--- config.mk ---
export PLATFORM = sky130hd
export DESIGN_NAME = io_strobe_ctrl
export DESIGN_NICKNAME = d
export VERILOG_FILES = /design/src/rtl/io_strobe_pkg.sv /design/src/rtl/io_range_decode.sv /design/src/rtl/io_select_hold.sv /design/src/rtl/io_phase_fsm.sv /design/src/rtl/io_strobe_ctrl.sv
export SDC_FILE = /design/constraint.sdc
export NUM_CORES = 1
export LEC_CHECK = 0
export BUFFER_PORTS_ARGS = -buffer_cell sky130_fd_sc_hd__buf_2
export CORE_MARGIN = 4
export CORE_UTILIZATION = 28
export DETAILED_ROUTE_END_ITERATION = 8
export PLACE_DENSITY = 0.62
export REMOVE_ABC_BUFFERS = 1
export SLEW_MARGIN = 20
export SYNTH_ARGS = -nofsm -noshare
export SYNTH_HDL_FRONTEND = slang
export SYNTH_SLANG_ARGS = --single-unit
--- constraint.sdc ---
create_clock -name clk -period 1.9 [get_ports clk]
set_input_delay 0.095 -clock clk [delete_from_list [all_inputs] [get_ports clk]]
set_output_delay 0.095 -clock clk [all_outputs]
set_load 0.005 [all_outputs]
--- src/rtl/io_strobe_pkg.sv ---
// Package: shared types and helpers for the I/O strobe controller.
// Holds the phase encoding of the timing machine and a small helper
// that sizes the cycle counter.
package io_strobe_pkg;

    // Phases of one peripheral access.
    typedef enum logic [2:0] {
        PH_IDLE    = 3'd0,
        PH_SETUP   = 3'd1,
        PH_STROBE  = 3'd2,
        PH_READY   = 3'd3,
        PH_RECOVER = 3'd4
    } io_phase_e;

    // Largest of three cycle counts; used to size the phase counter.
    function automatic int max3(input int a, input int b, input int c);
        int m;
        m = (a > b) ? a : b;
        return (m > c) ? m : c;
    endfunction

endpackage

--- src/rtl/io_range_decode.sv ---
// Module: io_range_decode
// Compares the bus address with one inclusive window per device and
// returns a one-hot (or empty) hit vector. Overlapping windows are
// resolved by fixed priority: the lowest device index wins.
// Assumes DEV_LO[d] <= DEV_HI[d] for every device d.
module io_range_decode #(
    parameter int                      N_DEV  = 4,
    parameter int                      ADDR_W = 16,
    parameter logic [N_DEV*ADDR_W-1:0] DEV_LO = '0,
    parameter logic [N_DEV*ADDR_W-1:0] DEV_HI = '0
) (
    input  logic [ADDR_W-1:0] addr,
    output logic [N_DEV-1:0]  hit
);

    logic [N_DEV-1:0] raw_hit;

    // One window comparator per device.
    for (genvar d = 0; d < N_DEV; d++) begin : g_win
        localparam logic [ADDR_W-1:0] LO = DEV_LO[d*ADDR_W +: ADDR_W];
        localparam logic [ADDR_W-1:0] HI = DEV_HI[d*ADDR_W +: ADDR_W];
        assign raw_hit[d] = (addr >= LO) && (addr <= HI);
    end

    // Keep only the lowest-index hit: isolate the least significant set bit.
    always_comb begin
        hit = raw_hit & (~raw_hit + N_DEV'(1));
    end

endmodule

--- src/rtl/io_select_hold.sv ---
// Module: io_select_hold
// Set-and-hold registers for the device selects, the data-buffer enable
// and the captured transfer direction. A capture happens on an address
// strobe with a decode hit while nothing is held. Everything is released
// on the edge where the access is marked complete (ready with last).
// Assumes hit is one-hot or zero.
module io_select_hold #(
    parameter int N_DEV = 4
) (
    input  logic             clk,
    input  logic             rst_n,
    input  logic             ads,
    input  logic [N_DEV-1:0] hit,
    input  logic             wr,
    input  logic             done,
    output logic [N_DEV-1:0] sel,
    output logic             buf_en,
    output logic             dir_wr
);

    logic held;
    logic take;

    // Capture only when idle-of-select and a matching strobe arrives.
    always_comb begin
        held = |sel;
        take = ads && (|hit) && !held;
    end

    // One set/hold flag per device.
    for (genvar d = 0; d < N_DEV; d++) begin : g_flag
        always_ff @(posedge clk) begin
            if (!rst_n)                 sel[d] <= 1'b0;
            else if (done)              sel[d] <= 1'b0;
            else if (take && hit[d])    sel[d] <= 1'b1;
        end
    end

    // Data-buffer enable: set and cleared with the selects.
    always_ff @(posedge clk) begin
        if (!rst_n)      buf_en <= 1'b0;
        else if (done)   buf_en <= 1'b0;
        else if (take)   buf_en <= 1'b1;
    end

    // Direction is frozen at capture time.
    always_ff @(posedge clk) begin
        if (!rst_n)      dir_wr <= 1'b0;
        else if (take)   dir_wr <= wr;
    end

endmodule

--- src/rtl/io_phase_fsm.sv ---
// Module: io_phase_fsm
// Times one peripheral access: setup, strobe, one ready cycle, recovery,
// then idle. Starts from idle whenever a select is held. Strobes and
// ready are registered from the next phase, so they are glitch-free.
// Assumes SETUP_CYC, STROBE_CYC and RECOV_CYC are all at least 1.
module io_phase_fsm
    import io_strobe_pkg::*;
#(
    parameter int SETUP_CYC  = 1,
    parameter int STROBE_CYC = 2,
    parameter int RECOV_CYC  = 3
) (
    input  logic clk,
    input  logic rst_n,
    input  logic go,
    input  logic dir_wr,
    output logic rd_strobe,
    output logic wr_strobe,
    output logic ready
);

    localparam int CNT_MAX = max3(SETUP_CYC, STROBE_CYC, RECOV_CYC);
    localparam int CNT_W   = (CNT_MAX > 1) ? $clog2(CNT_MAX) : 1;

    io_phase_e        phase_q, phase_d;
    logic [CNT_W-1:0] cnt_q, cnt_d;
    logic             cnt_zero;

    // Next phase and counter reload.
    always_comb begin
        phase_d  = phase_q;
        cnt_d    = cnt_q;
        cnt_zero = (cnt_q == '0);
        unique case (phase_q)
            PH_IDLE: begin
                if (go) begin
                    phase_d = PH_SETUP;
                    cnt_d   = CNT_W'(SETUP_CYC - 1);
                end
            end
            PH_SETUP: begin
                if (cnt_zero) begin
                    phase_d = PH_STROBE;
                    cnt_d   = CNT_W'(STROBE_CYC - 1);
                end else begin
                    cnt_d = cnt_q - 1'b1;
                end
            end
            PH_STROBE: begin
                if (cnt_zero) phase_d = PH_READY;
                else          cnt_d   = cnt_q - 1'b1;
            end
            PH_READY: begin
                phase_d = PH_RECOVER;
                cnt_d   = CNT_W'(RECOV_CYC - 1);
            end
            PH_RECOVER: begin
                if (cnt_zero) phase_d = PH_IDLE;
                else          cnt_d   = cnt_q - 1'b1;
            end
            default: begin
                phase_d = PH_IDLE;
                cnt_d   = '0;
            end
        endcase
    end

    // Phase and counter registers.
    always_ff @(posedge clk) begin
        if (!rst_n) begin
            phase_q <= PH_IDLE;
            cnt_q   <= '0;
        end else begin
            phase_q <= phase_d;
            cnt_q   <= cnt_d;
        end
    end

    // Registered strobe and ready outputs, decoded from the next phase.
    always_ff @(posedge clk) begin
        if (!rst_n) begin
            rd_strobe <= 1'b0;
            wr_strobe <= 1'b0;
            ready     <= 1'b0;
        end else begin
            rd_strobe <= (phase_d == PH_STROBE) && !dir_wr;
            wr_strobe <= (phase_d == PH_STROBE) &&  dir_wr;
            ready     <= (phase_d == PH_READY);
        end
    end

endmodule

--- src/rtl/io_strobe_ctrl.sv ---
// Module: io_strobe_ctrl (top)
// Chip-select and strobe controller for slow bus peripherals. Decodes
// the address on an address strobe, holds the winning select plus the
// buffer enable until ready coincides with last-transfer, and times the
// strobe, ready and recovery phases in clock cycles.
// Assumes the processor holds last_i valid in the ready cycle.
module io_strobe_ctrl #(
    parameter int                      N_DEV      = 4,
    parameter int                      ADDR_W     = 16,
    parameter logic [N_DEV*ADDR_W-1:0] DEV_LO     = {16'h4000, 16'h2800, 16'h2000, 16'h1000},
    parameter logic [N_DEV*ADDR_W-1:0] DEV_HI     = {16'h40FF, 16'h3FFF, 16'h2FFF, 16'h1FFF},
    parameter int                      SETUP_CYC  = 1,
    parameter int                      STROBE_CYC = 2,
    parameter int                      RECOV_CYC  = 3
) (
    input  logic              clk,
    input  logic              rst_n,
    input  logic              ads_i,
    input  logic [ADDR_W-1:0] addr_i,
    input  logic              wr_i,
    input  logic              last_i,
    output logic [N_DEV-1:0]  cs_o,
    output logic              buf_en_o,
    output logic              rd_strobe_o,
    output logic              wr_strobe_o,
    output logic              ready_o
);

    logic [N_DEV-1:0] hit;
    logic             done;
    logic             dir_wr;
    logic             go;

    // Access completes when ready meets last-transfer.
    always_comb begin
        done = ready_o && last_i;
        go   = |cs_o;
    end

    io_range_decode #(
        .N_DEV  (N_DEV),
        .ADDR_W (ADDR_W),
        .DEV_LO (DEV_LO),
        .DEV_HI (DEV_HI)
    ) u_decode (
        .addr (addr_i),
        .hit  (hit)
    );

    io_select_hold #(
        .N_DEV (N_DEV)
    ) u_hold (
        .clk    (clk),
        .rst_n  (rst_n),
        .ads    (ads_i),
        .hit    (hit),
        .wr     (wr_i),
        .done   (done),
        .sel    (cs_o),
        .buf_en (buf_en_o),
        .dir_wr (dir_wr)
    );

    io_phase_fsm #(
        .SETUP_CYC  (SETUP_CYC),
        .STROBE_CYC (STROBE_CYC),
        .RECOV_CYC  (RECOV_CYC)
    ) u_fsm (
        .clk       (clk),
        .rst_n     (rst_n),
        .go        (go),
        .dir_wr    (dir_wr),
        .rd_strobe (rd_strobe_o),
        .wr_strobe (wr_strobe_o),
        .ready     (ready_o)
    );

endmodule

# Word-level counts from Yosys, hierarchy flattened
# Cells that the tools add are included.
[classes]
n_addsub = 2
magnitude_cmp = 8
n_eq_ne = 8
muxes = 9
n_bitwise = 3
n_reduce_logical = 22
[op_table]
columns = ["operator", "count"]
rows = [
  [">= comparator 16 x 14 -> 1 bit, second input constant", 2],
  ["<= comparator 16 x 14 -> 1 bit, second input constant", 2],
  [">= comparator 16 x 13 -> 1 bit, second input constant", 1],
  [">= comparator 16 x 15 -> 1 bit, second input constant", 1],
  ["<= comparator 16 x 13 -> 1 bit, second input constant", 1],
  ["<= comparator 16 x 15 -> 1 bit, second input constant", 1],
  ["case mux 3 bit (5 select lines)", 1],
  ["logical AND 1 bit", 13],
  ["== test 3 x 2 -> 1 bit, second input constant", 4],
  ["2-to-1 mux 3 bit", 4],
  ["case mux 2 bit (4 select lines)", 1],
  ["OR reduction 4 bit", 2],
  ["2-to-1 mux 2 bit", 3],
  ["adder 4 x 1 -> 4 bit, second input constant", 1],
  ["AND 4 bit", 1],
  ["!= test 2 bit, second input constant", 2],
  ["NOT 4 bit", 1],
  ["OR reduction 2 bit", 2],
  ["== test 3 x 1 -> 1 bit, second input constant", 1],
  ["== test 3 bit, second input constant", 1],
  ["logical NOT 3 bit", 1],
  ["logical NOT 1 bit", 2],
  ["logical NOT 2 bit", 1],
  ["AND reduction 2 bit", 1],
  ["2 further kinds", 2],
]
[word_totals]
ff_bits = 14
out_inout_bits = 8
word_cells = 63

# Longest topological paths before layout
# Gate-level depths: netlist of run 1.
[logic_depth]
word_depth = 9
ltp_mapped = 7
mapped_depth_nobuf = 6

# Cells and area by module
# From an unflattened synthesis of run 1, not the netlist that was laid out.
[unflattened]
cells_unflattened = 85
area_unflattened_um2 = 762.0
[modules_own_cells]
columns = ["module", "n_inst", "cells_each", "area_per_inst_um2"]
rows = [
  ["io_phase_fsm", 1, 55, 473.0],
  ["io_select_hold", 1, 22, 225.2],
  ["io_range_decode", 1, 6, 50.0],
  ["io_strobe_ctrl", 1, 2, 13.8],
]

# Worst setup path after synthesis of run 1
# Ideal clock, no wire load.
[synth_timing]
path_kind = "register to register"
from = "register u_hold.sel[0]"
to = "register u_hold.dir_wr"
setup_ns = 0.072
t_arrival_ns = 1.345
t_required_ns = 1.828
slack_ns = 0.483
path_stages_with_launch = 5
period_less_slack_ns = 1.417
path_cell_list = "dfxtp_1 -> or4_4 -> nor2_4 -> a21boi_2 -> mux2i_1"
[synth_between]
elab_chain_len = 3
[synth_lines]
columns = ["element", "line_no", "text"]
rows = [
  ["start: declaration", "io_select_hold.sv:16", "output logic [N_DEV-1:0] sel,"],
  ["start signal: indexed assignment", "io_select_hold.sv:33", "if (!rst_n) sel[d] <= 1'b0;"],
  ["start signal: indexed assignment", "io_select_hold.sv:34", "else if (done) sel[d] <= 1'b0;"],
  ["start signal: indexed assignment", "io_select_hold.sv:35", "else if (take && hit[d]) sel[d] <= 1'b1;"],
  ["OR reduction 4 bit", "io_select_hold.sv:26", "held = |sel;"],
  ["logical NOT 1 bit", "io_select_hold.sv:27", "take = ads && (|hit) && !held;"],
  ["logical AND 1 bit", "io_select_hold.sv:27", ""],
  ["end signal: assignment", "io_select_hold.sv:49", "else if (take) dir_wr <= wr;"],
  ["end: declaration", "io_select_hold.sv:18", "output logic dir_wr"],
]
# Every way passes these cells.
# A chain may end at the register's enable or synchronous reset.

# Final worst setup path of run 1
# Ends and elaborated chain as after synthesis.

==> impl_metrics.csv, run 1 <==
group,metric,value,unit
outcome,outcome,"completed",
yosys,synth_area_leader_cell,"dfxtp_1",
yosys,synth_edf_count,0,
clock_tree,htreeDepth,1,
placement,dpl.cell_count,128,
finish,final_common_cell,"buf_2",
timing,finalClockSkew,0.00107,ns
pwr,report.power.total,0.739,mW
yosys,syn-instance-count,85,
critical_path,reg2reg_setup_slack,0.40,ns
yosys,netlist_area,693,um2
timing,fin_crit_sh,79.2,%
placement,gp_congestion,0.805,
drt,viasPerCell,4.88,
floorplan,initial_core_util,30.5,%
finish,layout_common_cells,"20 x buf_2, 14 x dfxtp_1, 9 x nand2_1",
global_route,grt_overflow,0,
critical_path,worst-path-max-fanout,5,
clock_tree,cts_buffers,3,
critical_path,crit_path_max_incr_delay,0.56,ns
yosys,synth.top_cell.area_share,40.4,%
drt,detail_route.first_pass.iterations,4,
hold_path,min_delay_path_depth,3,
finish,utilization,37.2,%
floorplan,num_rows,17,
yosys,synth_area_leaders,"dfxtp_1 40%, nand2_1 4.9%, a21oi_1 4.3%, o21ai_0 4.3%, inv_1 4.3%",
clock_tree,clockBufferDepth,2,
finish,nNetsFinal,128,
placement,place_ws,0.413,ns
critical_path,cp-start-kind,"flip-flop",
global_route,antenna_found_initial,0,
floorplan,pin_count,29,
critical_path,crit_family,"simple AND/OR/NAND/NOR gates",
critical_path,end_kind,"flip-flop",
yosys,async_flop_share,0,%
timing,setup_viol,0,
critical_path,r2r_start,"u_hold.sel[0]",
flow_run,drv_cap,0,
yosys,synthFlopType,"dfxtp_1",
critical_path,cp-startpoint,"u_hold.sel[0]",
clock_tree,clkLatencyLatePin,0.29,ns
drt,ant_nets,0,
critical_path,crit_chain,"or4_4 -> nor2_4 -> a21boi_2 -> mux2i_1",
timing,holdWs,0.0580,ns
finish,area_growth,22.0,%
global_route,grt_use_total,9.44,%
critical_path,reg2reg_depth,4,
critical_path,cp.depth,4,
yosys,synth_area_per_cell,8.15,um2
floorplan,dieHeight,57.8,um
hold_path,hold_end,"u_hold.dir_wr",
floorplan,dieArea,3340,um2
yosys,yosysWarnings,0,
clock_tree,cts_tree,"yes",
drt,post_drt_wl_per_cell,11.0,um
clock_tree,path_clk_slew,0.08,ns
finish,layoutNonFillerInstCount,132,
timing,tightest_slew,0.365,ns
pwr,cellLeakagePower,0.357,nW
global_route,grt_pass1_wl,2.35,mm
drt,totalWireLength,1.45,mm
yosys,synth-seq-cells,14,
critical_path,worstPathRequired,2.13,ns
hold_path,hold_start,"wr_i",
timing,slew_violations,0,
critical_path,crit_buf_inv,0,
critical_path,critPathArrivalTime,1.73,ns
timing,clock.fmax,665,MHz
clock_tree,ctsResizeCount,0,
pwr,power.density,874,nW/um2
critical_path,timing_worst_setup_path_type,"reg2reg",
finish,fin_area,846,um2
timing,period_minus_slack,1.50,ns
timing,setup_tns,0,ns
yosys,yosysSeqAreaShare,40.4,%
yosys,ys_types,30,
floorplan,chipWidth,57.8,um
drt,drt-initial-drc-count,14,
critical_path,cp_slowest_cell,"or4_4",
timing,max_slew_margin,75.3,%
finish,drive_above_1_share,27.9,%
hold_path,min_path_type,"in2reg",
clock_tree,cts_setup_buffers,0,
placement,dp_hpwl,1.11,mm
timing,final.setup.worst_slack,0.396,ns
floorplan,core_area,2280,um2
clock_tree,cts_sinks,14,
placement,place_area,810,um2
drt,vias,644,
drt,route.detailed.drc,0,
clock_tree,cts-root-buf,"clkbuf_4",
pwr,ir_drop,0.000444,V
global_route,grt_max_degree,12,
critical_path,r2r-end,"u_hold.dir_wr",
finish,antenna_cells,0,
timing,finalHoldViolations,0,
placement,port_buffers,20,
timing,grt_setup_unrepaired,"no",
global_route,grt_pass1_vias,538,
clock_tree,ctsHoldBuffers,0,
-- synthesized netlist by cell type, types with 2 or more instances --
library cell / number
dfxtp_1: 14
a21oi_1: 6
inv_1: 8
nor2_1: 6
nand3_1: 2
nand3b_1: 2
nor3_1: 2
nand2b_1: 2
nand2_1: 9
ha_1: 2
clkbuf_1: 5
o21ai_0: 6
nor2b_1: 2
nand4_1: 2
nor4b_1: 2
-- worst min-delay path, cell delays in order --
cell and delay (ns):
buf_2 0.10, nand2_1 0.05, mux2i_1 0.06
-- worst max-delay path by stage --
stage	to	slack, ns
3_3_place_gp	u_hold.dir_wr	0.42
4_1_cts	u_hold.dir_wr	0.39
5_1_grt	u_fsm.cnt_q[1]	0.24
3_5_place_dp	u_hold.dir_wr	0.41
6_report	u_hold.dir_wr	0.40
2_1_floorplan	u_hold.dir_wr	0.48
-- routing by layer --
metal	up-vias	wire length [um]	track usage, %
li1	335	-	-
met1	289	644	11.9
met2	16	676	12.6
met3	4	94	4.68
met4	0	38	5.96
met5	-	0	0
-- power breakdown --
part           leakage, nW  switching, mW  internal [mW]
Combinational        0.222         0.0868         0.0741
Sequential           0.113         0.0394          0.321
Clock               0.0210          0.101          0.117
Total                0.357          0.227          0.512
-- kinds of logic after synthesis --
group | after synthesis | share of synthesized area [%]
flip-flops | 14 | 40.4
AO/OA/AOI/OAI | 20 | 18.4
buffers and inverters | 13 | 7.04
AND/OR/NAND/NOR | 34 | 27.4
adder cells (fa/ha/maj) | 2 | 3.61
multiplexers | 2 | 3.07
-- cell type report --
class,instances,area [um2]
inverters,8,30.0
flip-flops and latches,14,280
well taps,28,35.0
fillers,235,1430
repair buffers,20,100
multi-input cells,58,364
clock buffers,4,36.3
-- state kept, by name (all words and copies together), names as in the netlist --
signal / flops
u_fsm.rd_strobe: 1
u_fsm.cnt_q: 2
u_hold.dir_wr: 1
u_fsm.wr_strobe: 1
u_hold.sel: 4
u_fsm.ready: 1
u_hold.buf_en: 1
u_fsm.phase_q: 3
Note: power is estimated with default switching activity, not from simulation.
==> inputs of run 2 (changes only) <==
ABC_AREA = 1   (was default)
clock period = 1.4 ns   (was 1.9 ns; I/O delays follow)
==> run 2 against run 1 <==
Against the previous run:
- clock power is 30% higher
- cell count is 20% higher
- via count rose by 9.2%
- highest routed layer is now met3
- power up 9.2%
- clock skew is 0.0046 ns higher
- critical path depth up 1
- wire length rose by 3.3%
- critical endpoint is now u_fsm.wr_strobe
==> impl_metrics.csv, run 2 <==
group,metric,value,unit
critical_path,reg2reg_depth,5,
yosys,synth-seq-cells,14,
finish,final_common_cell,"nand2_1",
timing,setup_tns,0,ns
floorplan,pin_count,29,
yosys,synth.top_cell.area_share,39.6,%
finish,layoutNonFillerInstCount,159,
drt,drt-initial-drc-count,10,
clock_tree,cts_buffers,3,
timing,max_slew_margin,81.4,%
placement,place_ws,0.142,ns
yosys,synth_area_per_cell,6.61,um2
finish,area_growth,24.2,%
clock_tree,cts_tree,"yes",
yosys,synth_edf_count,0,
floorplan,dieArea,3390,um2
floorplan,initial_core_util,30.8,%
critical_path,timing_worst_setup_path_type,"reg2reg",
yosys,yosysWarnings,0,
critical_path,worstPathRequired,1.60,ns
drt,post_drt_wl_per_cell,9.44,um
clock_tree,cts-root-buf,"clkbuf_4",
global_route,grt_overflow,0,
yosys,synthFlopType,"dfxtp_1",
hold_path,min_delay_path_depth,3,
timing,grt_setup_unrepaired,"no",
drt,totalWireLength,1.50,mm
drt,detail_route.first_pass.iterations,4,
drt,route.detailed.drc,0,
floorplan,chipWidth,58.2,um
critical_path,r2r_start,"u_fsm.cnt_q[0]",
timing,tightest_slew,0.278,ns
drt,viasPerCell,4.42,
finish,fin_area,878,um2
pwr,clkPwrFrac,35.2,%
yosys,syn-instance-count,107,
finish,reg_top3,"u_hold.sel: 4 flops, u_fsm.phase_q: 3 flops, u_fsm.cnt_q: 2 flops",
critical_path,r2r-end,"u_fsm.wr_strobe",
pwr,switchingPower,0.198,mW
clock_tree,ctsHoldBuffers,0,
pwr,p_int,0.609,mW
pwr,cellLeakagePower,0.464,nW
critical_path,worst-path-max-fanout,6,
placement,dpl.cell_count,155,
finish,nNetsFinal,155,
pwr,ir_drop,0.000545,V
placement,port_buffers,20,
hold_path,hold_start,"rst_n",
timing,holdWs,0.0529,ns
floorplan,core_area,2300,um2
critical_path,cp-start-kind,"flip-flop",
timing,final.setup.worst_slack,0.152,ns
global_route,grt_max_degree,9,
clock_tree,ctsResizeCount,0,
finish,utilization,38.2,%
yosys,synth_commonest_cells,"27 x nand2_1, 20 x inv_1, 14 x dfxtp_1",
timing,setup_viol,0,
finish,layout_common_cells,"27 x nand2_1, 20 x inv_1, 20 x buf_2",
floorplan,num_rows,17,
timing,period_minus_slack,1.25,ns
clock_tree,htreeDepth,1,
timing,clock.fmax,801,MHz
clock_tree,path_clk_slew,0.08,ns
yosys,yosysMostFrequentCell,"nand2_1",
clock_tree,cts_setup_buffers,0,
placement,dp_hpwl,1.28,mm
pwr,p_seq_share,51.6,%
finish,regMostFlops,"u_hold.sel",
yosys,async_flop_share,0,%
finish,drive_above_1_share,23.7,%
hold_path,hold_end,"u_hold.dir_wr",
pwr,pwr-share-comb,13.2,%
finish,antenna_cells,0,
placement,place_area,842,um2
critical_path,end_kind,"flip-flop",
finish,largest_reg_flops,4,
flow_run,drv_cap,0,
clock_tree,clockBufferDepth,2,
critical_path,critPathArrivalTime,1.44,ns
clock_tree,clkLatencyLatePin,0.28,ns
drt,vias,703,
clock_tree,cts_sinks,14,
yosys,ys_types,17,
timing,slew_violations,0,
timing,finalHoldViolations,0,
pwr,report.power.total,0.807,mW
yosys,synth_area_leader_cell,"dfxtp_1",
placement,gp_congestion,0.838,
pwr,switching_share,24.5,%
outcome,outcome,"completed",
yosys,netlist_area,707,um2
yosys,yosysSeqAreaShare,39.6,%
critical_path,reg2reg_setup_slack,0.15,ns
global_route,grt_pass1_vias,612,
pwr,power.density,918,nW/um2
floorplan,dieHeight,58.2,um
global_route,grt_use_total,9.62,%
global_route,grt_pass1_wl,2.48,mm
hold_path,min_path_type,"in2reg",
finish,num-fill-cells,250,
timing,finalClockSkew,0.00564,ns
timing,fin_crit_sh,89.1,%
global_route,antenna_found_initial,0,
drt,ant_nets,0,
yosys,synth_area_leaders,"dfxtp_1 40%, nand2_1 14%, inv_1 11%, a21oi_1 6.4%, nor2_1 5.8%",
run 2: final cells by class:
type	count	area [um2]	share of cell area [%]
clock buffers	4	36.3	4.13
inverters	21	78.8	8.97
repair buffers	20	100	11.4
flip-flops and latches	14	280	31.9
well taps	28	35.0	3.99
multi-input cells	72	348	39.6
run 2: worst max-delay path by stage:
stage | slack (ns) | from | to
6_report | 0.15 | u_fsm.cnt_q[0] | u_fsm.wr_strobe
5_1_grt | 0.05 | u_fsm.cnt_q[0] | u_fsm.wr_strobe
4_1_cts | 0.14 | u_fsm.cnt_q[0] | u_fsm.wr_strobe
3_5_place_dp | 0.14 | u_fsm.cnt_q[0] | u_fsm.wr_strobe
3_3_place_gp | 0.21 | u_fsm.cnt_q[0] | u_fsm.wr_strobe
2_1_floorplan | 0.30 | u_fsm.cnt_q[0] | u_fsm.wr_strobe
run 2: worst max-delay path: stages, from the launching register on:
cell and delay [ns]:
dfxtp_1 0.36, inv_1 0.08, ha_1 0.26, nand4_1 0.15, nand3_1 0.12, nor3b_1 0.20
run 2: routing by layer:
layer	track usage, %	wire, um	part of all wire, %
met5	0	0	0
met4	6.62	0	0
met3	2.45	61	4.1
met2	14.4	725	48
met1	12.0	714	48
run 2: kinds of logic after synthesis:
kind of cell               count (synthesis)  synth area share [%]
adders and majority gates                  2                  3.54
DFF                                       14                  39.6
AOI/OAI and AO/OA                         14                  10.3
and+or+nand+nor                           56                  35.4
buffers and inverters                     21                  11.1
run 2: power by group through the flow:
stage | registers [mW] | clock network, mW | logic [mW]
after floorplan | 0.425 | 0 | 0.0684
after global placement | 0.425 | 0 | 0.104
after detailed placement | 0.425 | 0 | 0.108
after CTS | 0.416 | 0.296 | 0.108
after global routing | 0.417 | 0.308 | 0.123
final | 0.416 | 0.284 | 0.107
==> inputs of run 3 (changes only) <==
CORE_ASPECT_RATIO = 0.8   (was default)
==> run 3 against run 2 <==
Against the previous run:
- sequential power is essentially flat
- critical path depth is the same
- non-clock buffer count is the same
- critical endpoint unchanged
- highest routed layer is now met4
- die area grew 0.15%
==> impl_metrics.csv, run 3 (synthesized netlist as in run 2, its figures left out) <==
group,metric,value,unit
critical_path,reg2reg_depth,5,
drt,route.met3.wl,62,um
clock_tree,htreeDepth,1,
floorplan,num_rows,15,
critical_path,end_kind,"flip-flop",
drt,route.detailed.drc,0,
clock_tree,clkLatencyLatePin,0.28,ns
floorplan,initial_core_util,31.1,%
pwr,power.density,906,nW/um2
critical_path,critPathArrivalTime,1.51,ns
timing,finalHoldViolations,0,
clock_tree,path_clk_slew,0.08,ns
finish,regMostFlops,"u_hold.sel",
timing,period_minus_slack,1.29,ns
global_route,grt_pass1_vias,611,
clock_tree,cts-root-buf,"clkbuf_4",
finish,area_growth,26.7,%
finish,antenna_cells,0,
finish,largest_reg_flops,4,
flow_run,drv_cap,0,
placement,dp_hpwl,1.19,mm
outcome,outcome,"completed",
pwr,cellLeakagePower,0.468,nW
clock_tree,ctsResizeCount,0,
floorplan,dieArea,3400,um2
timing,setup_viol,0,
finish,nNetsFinal,155,
floorplan,pin_count,29,
clock_tree,cts_buffers,3,
finish,drive_above_1_share,25.2,%
finish,final_common_cell,"nand2_1",
critical_path,worstPathRequired,1.61,ns
clock_tree,clockBufferDepth,2,
drt,wl_met2,686,um
drt,ant_nets,0,
drt,post_drt_wl_per_cell,9.02,um
timing,tightest_slew,0.276,ns
finish,layout_common_cells,"27 x nand2_1, 20 x inv_1, 20 x buf_2",
clock_tree,ctsHoldBuffers,0,
global_route,grt_overflow,0,
drt,detail_route.first_pass.iterations,4,
timing,finalClockSkew,0.00623,ns
placement,gp_congestion,0.846,
placement,port_buffers,20,
timing,fin_crit_sh,92.4,%
critical_path,worst-path-max-fanout,6,
global_route,grt_max_degree,9,
drt,wl_met1,722,um
timing,slew_violations,0,
pwr,ir_drop,0.000381,V
drt,totalWireLength,1.49,mm
drt,top_layer,"met4",
critical_path,timing_worst_setup_path_type,"reg2reg",
clock_tree,cts_sinks,14,
clock_tree,cts_tree,"yes",
global_route,grt_use_total,9.45,%
timing,clock.fmax,773,MHz
critical_path,cp-start-kind,"flip-flop",
hold_path,min_delay_path_depth,3,
global_route,antenna_found_initial,0,
drt,drt-initial-drc-count,4,
floorplan,dieHeight,52.9,um
finish,num-fill-cells,238,
clock_tree,cts_setup_buffers,0,
drt,vias,701,
timing,grt_setup_unrepaired,"yes",
timing,holdWs,0.0541,ns
global_route,grt_pass1_wl,2.53,mm
timing,max_slew_margin,81.6,%
drt,viasPerCell,4.25,
floorplan,chipWidth,64.2,um
finish,reg_top3,"u_hold.sel: 4 flops, u_fsm.phase_q: 3 flops, u_fsm.cnt_q: 2 flops",
floorplan,core_area,2270,um2
hold_path,min_path_type,"in2reg",
timing,setup_tns,0,ns
run 3: per-stage QoR:
| stage | std cells | power (mW) | utilization (%) | instance area (um2) | setup slack (ns) |
|---|---|---|---|---|---|
| 2_1_floorplan | 107 | 0.493 | - | 707 | 0.298 |
| 3_3_place_gp | 161 | 0.529 | 37.4 | 850 | 0.198 |
| 3_5_place_dp | 161 | 0.530 | 37.4 | 850 | 0.157 |
| 4_1_cts | 165 | 0.819 | 39.0 | 886 | 0.123 |
| 5_1_grt | 165 | 0.858 | 39.4 | 896 | -0.0162 |
| 6_report | 165 | 0.812 | 39.4 | 896 | 0.106 |
run 3: power breakdown:
part / leakage (nW) / switching [mW] / internal, mW
clock network: 0.0210 / 0.130 / 0.159
logic: 0.334 / 0.0646 / 0.0429
registers: 0.113 / 0.00785 / 0.408
total: 0.468 / 0.202 / 0.610
run 3: final timing paths:
check / startpoint / to / slack (ns)
max: u_fsm.cnt_q[0] / u_fsm.wr_strobe / 0.11
min: rst_n / u_hold.dir_wr / 0.05
max reg2reg: u_fsm.cnt_q[0] / u_fsm.wr_strobe / 0.11
min reg2reg: u_hold.dir_wr / u_fsm.rd_strobe / 0.47
run 3: worst max-delay path, cell delays in order (launching register included):
cell and delay (ns):
dfxtp_1 0.37, inv_1 0.08, ha_1 0.26, nand4_1 0.16
nand3_1 0.16, nor3b_2 0.20
run 3: layout make-up:
cell class                      instances  area [um2]  share of cell area, %
Sequential cell                        14         280                   31.3
Tap cell                               34        42.5                   4.75
Timing Repair Buffer                   20         100                   11.2
Multi-Input combinational cell         72         358                   39.9
Clock buffer                            4        36.3                   4.05
Inverter                               21        78.8                   8.80
run 3: metal layers:
metal	vias up	global-route usage, %
met5	-	0
met4	0	3.16
met3	2	2.76
met2	15	14.9
met1	302	12.4
li1	382	-
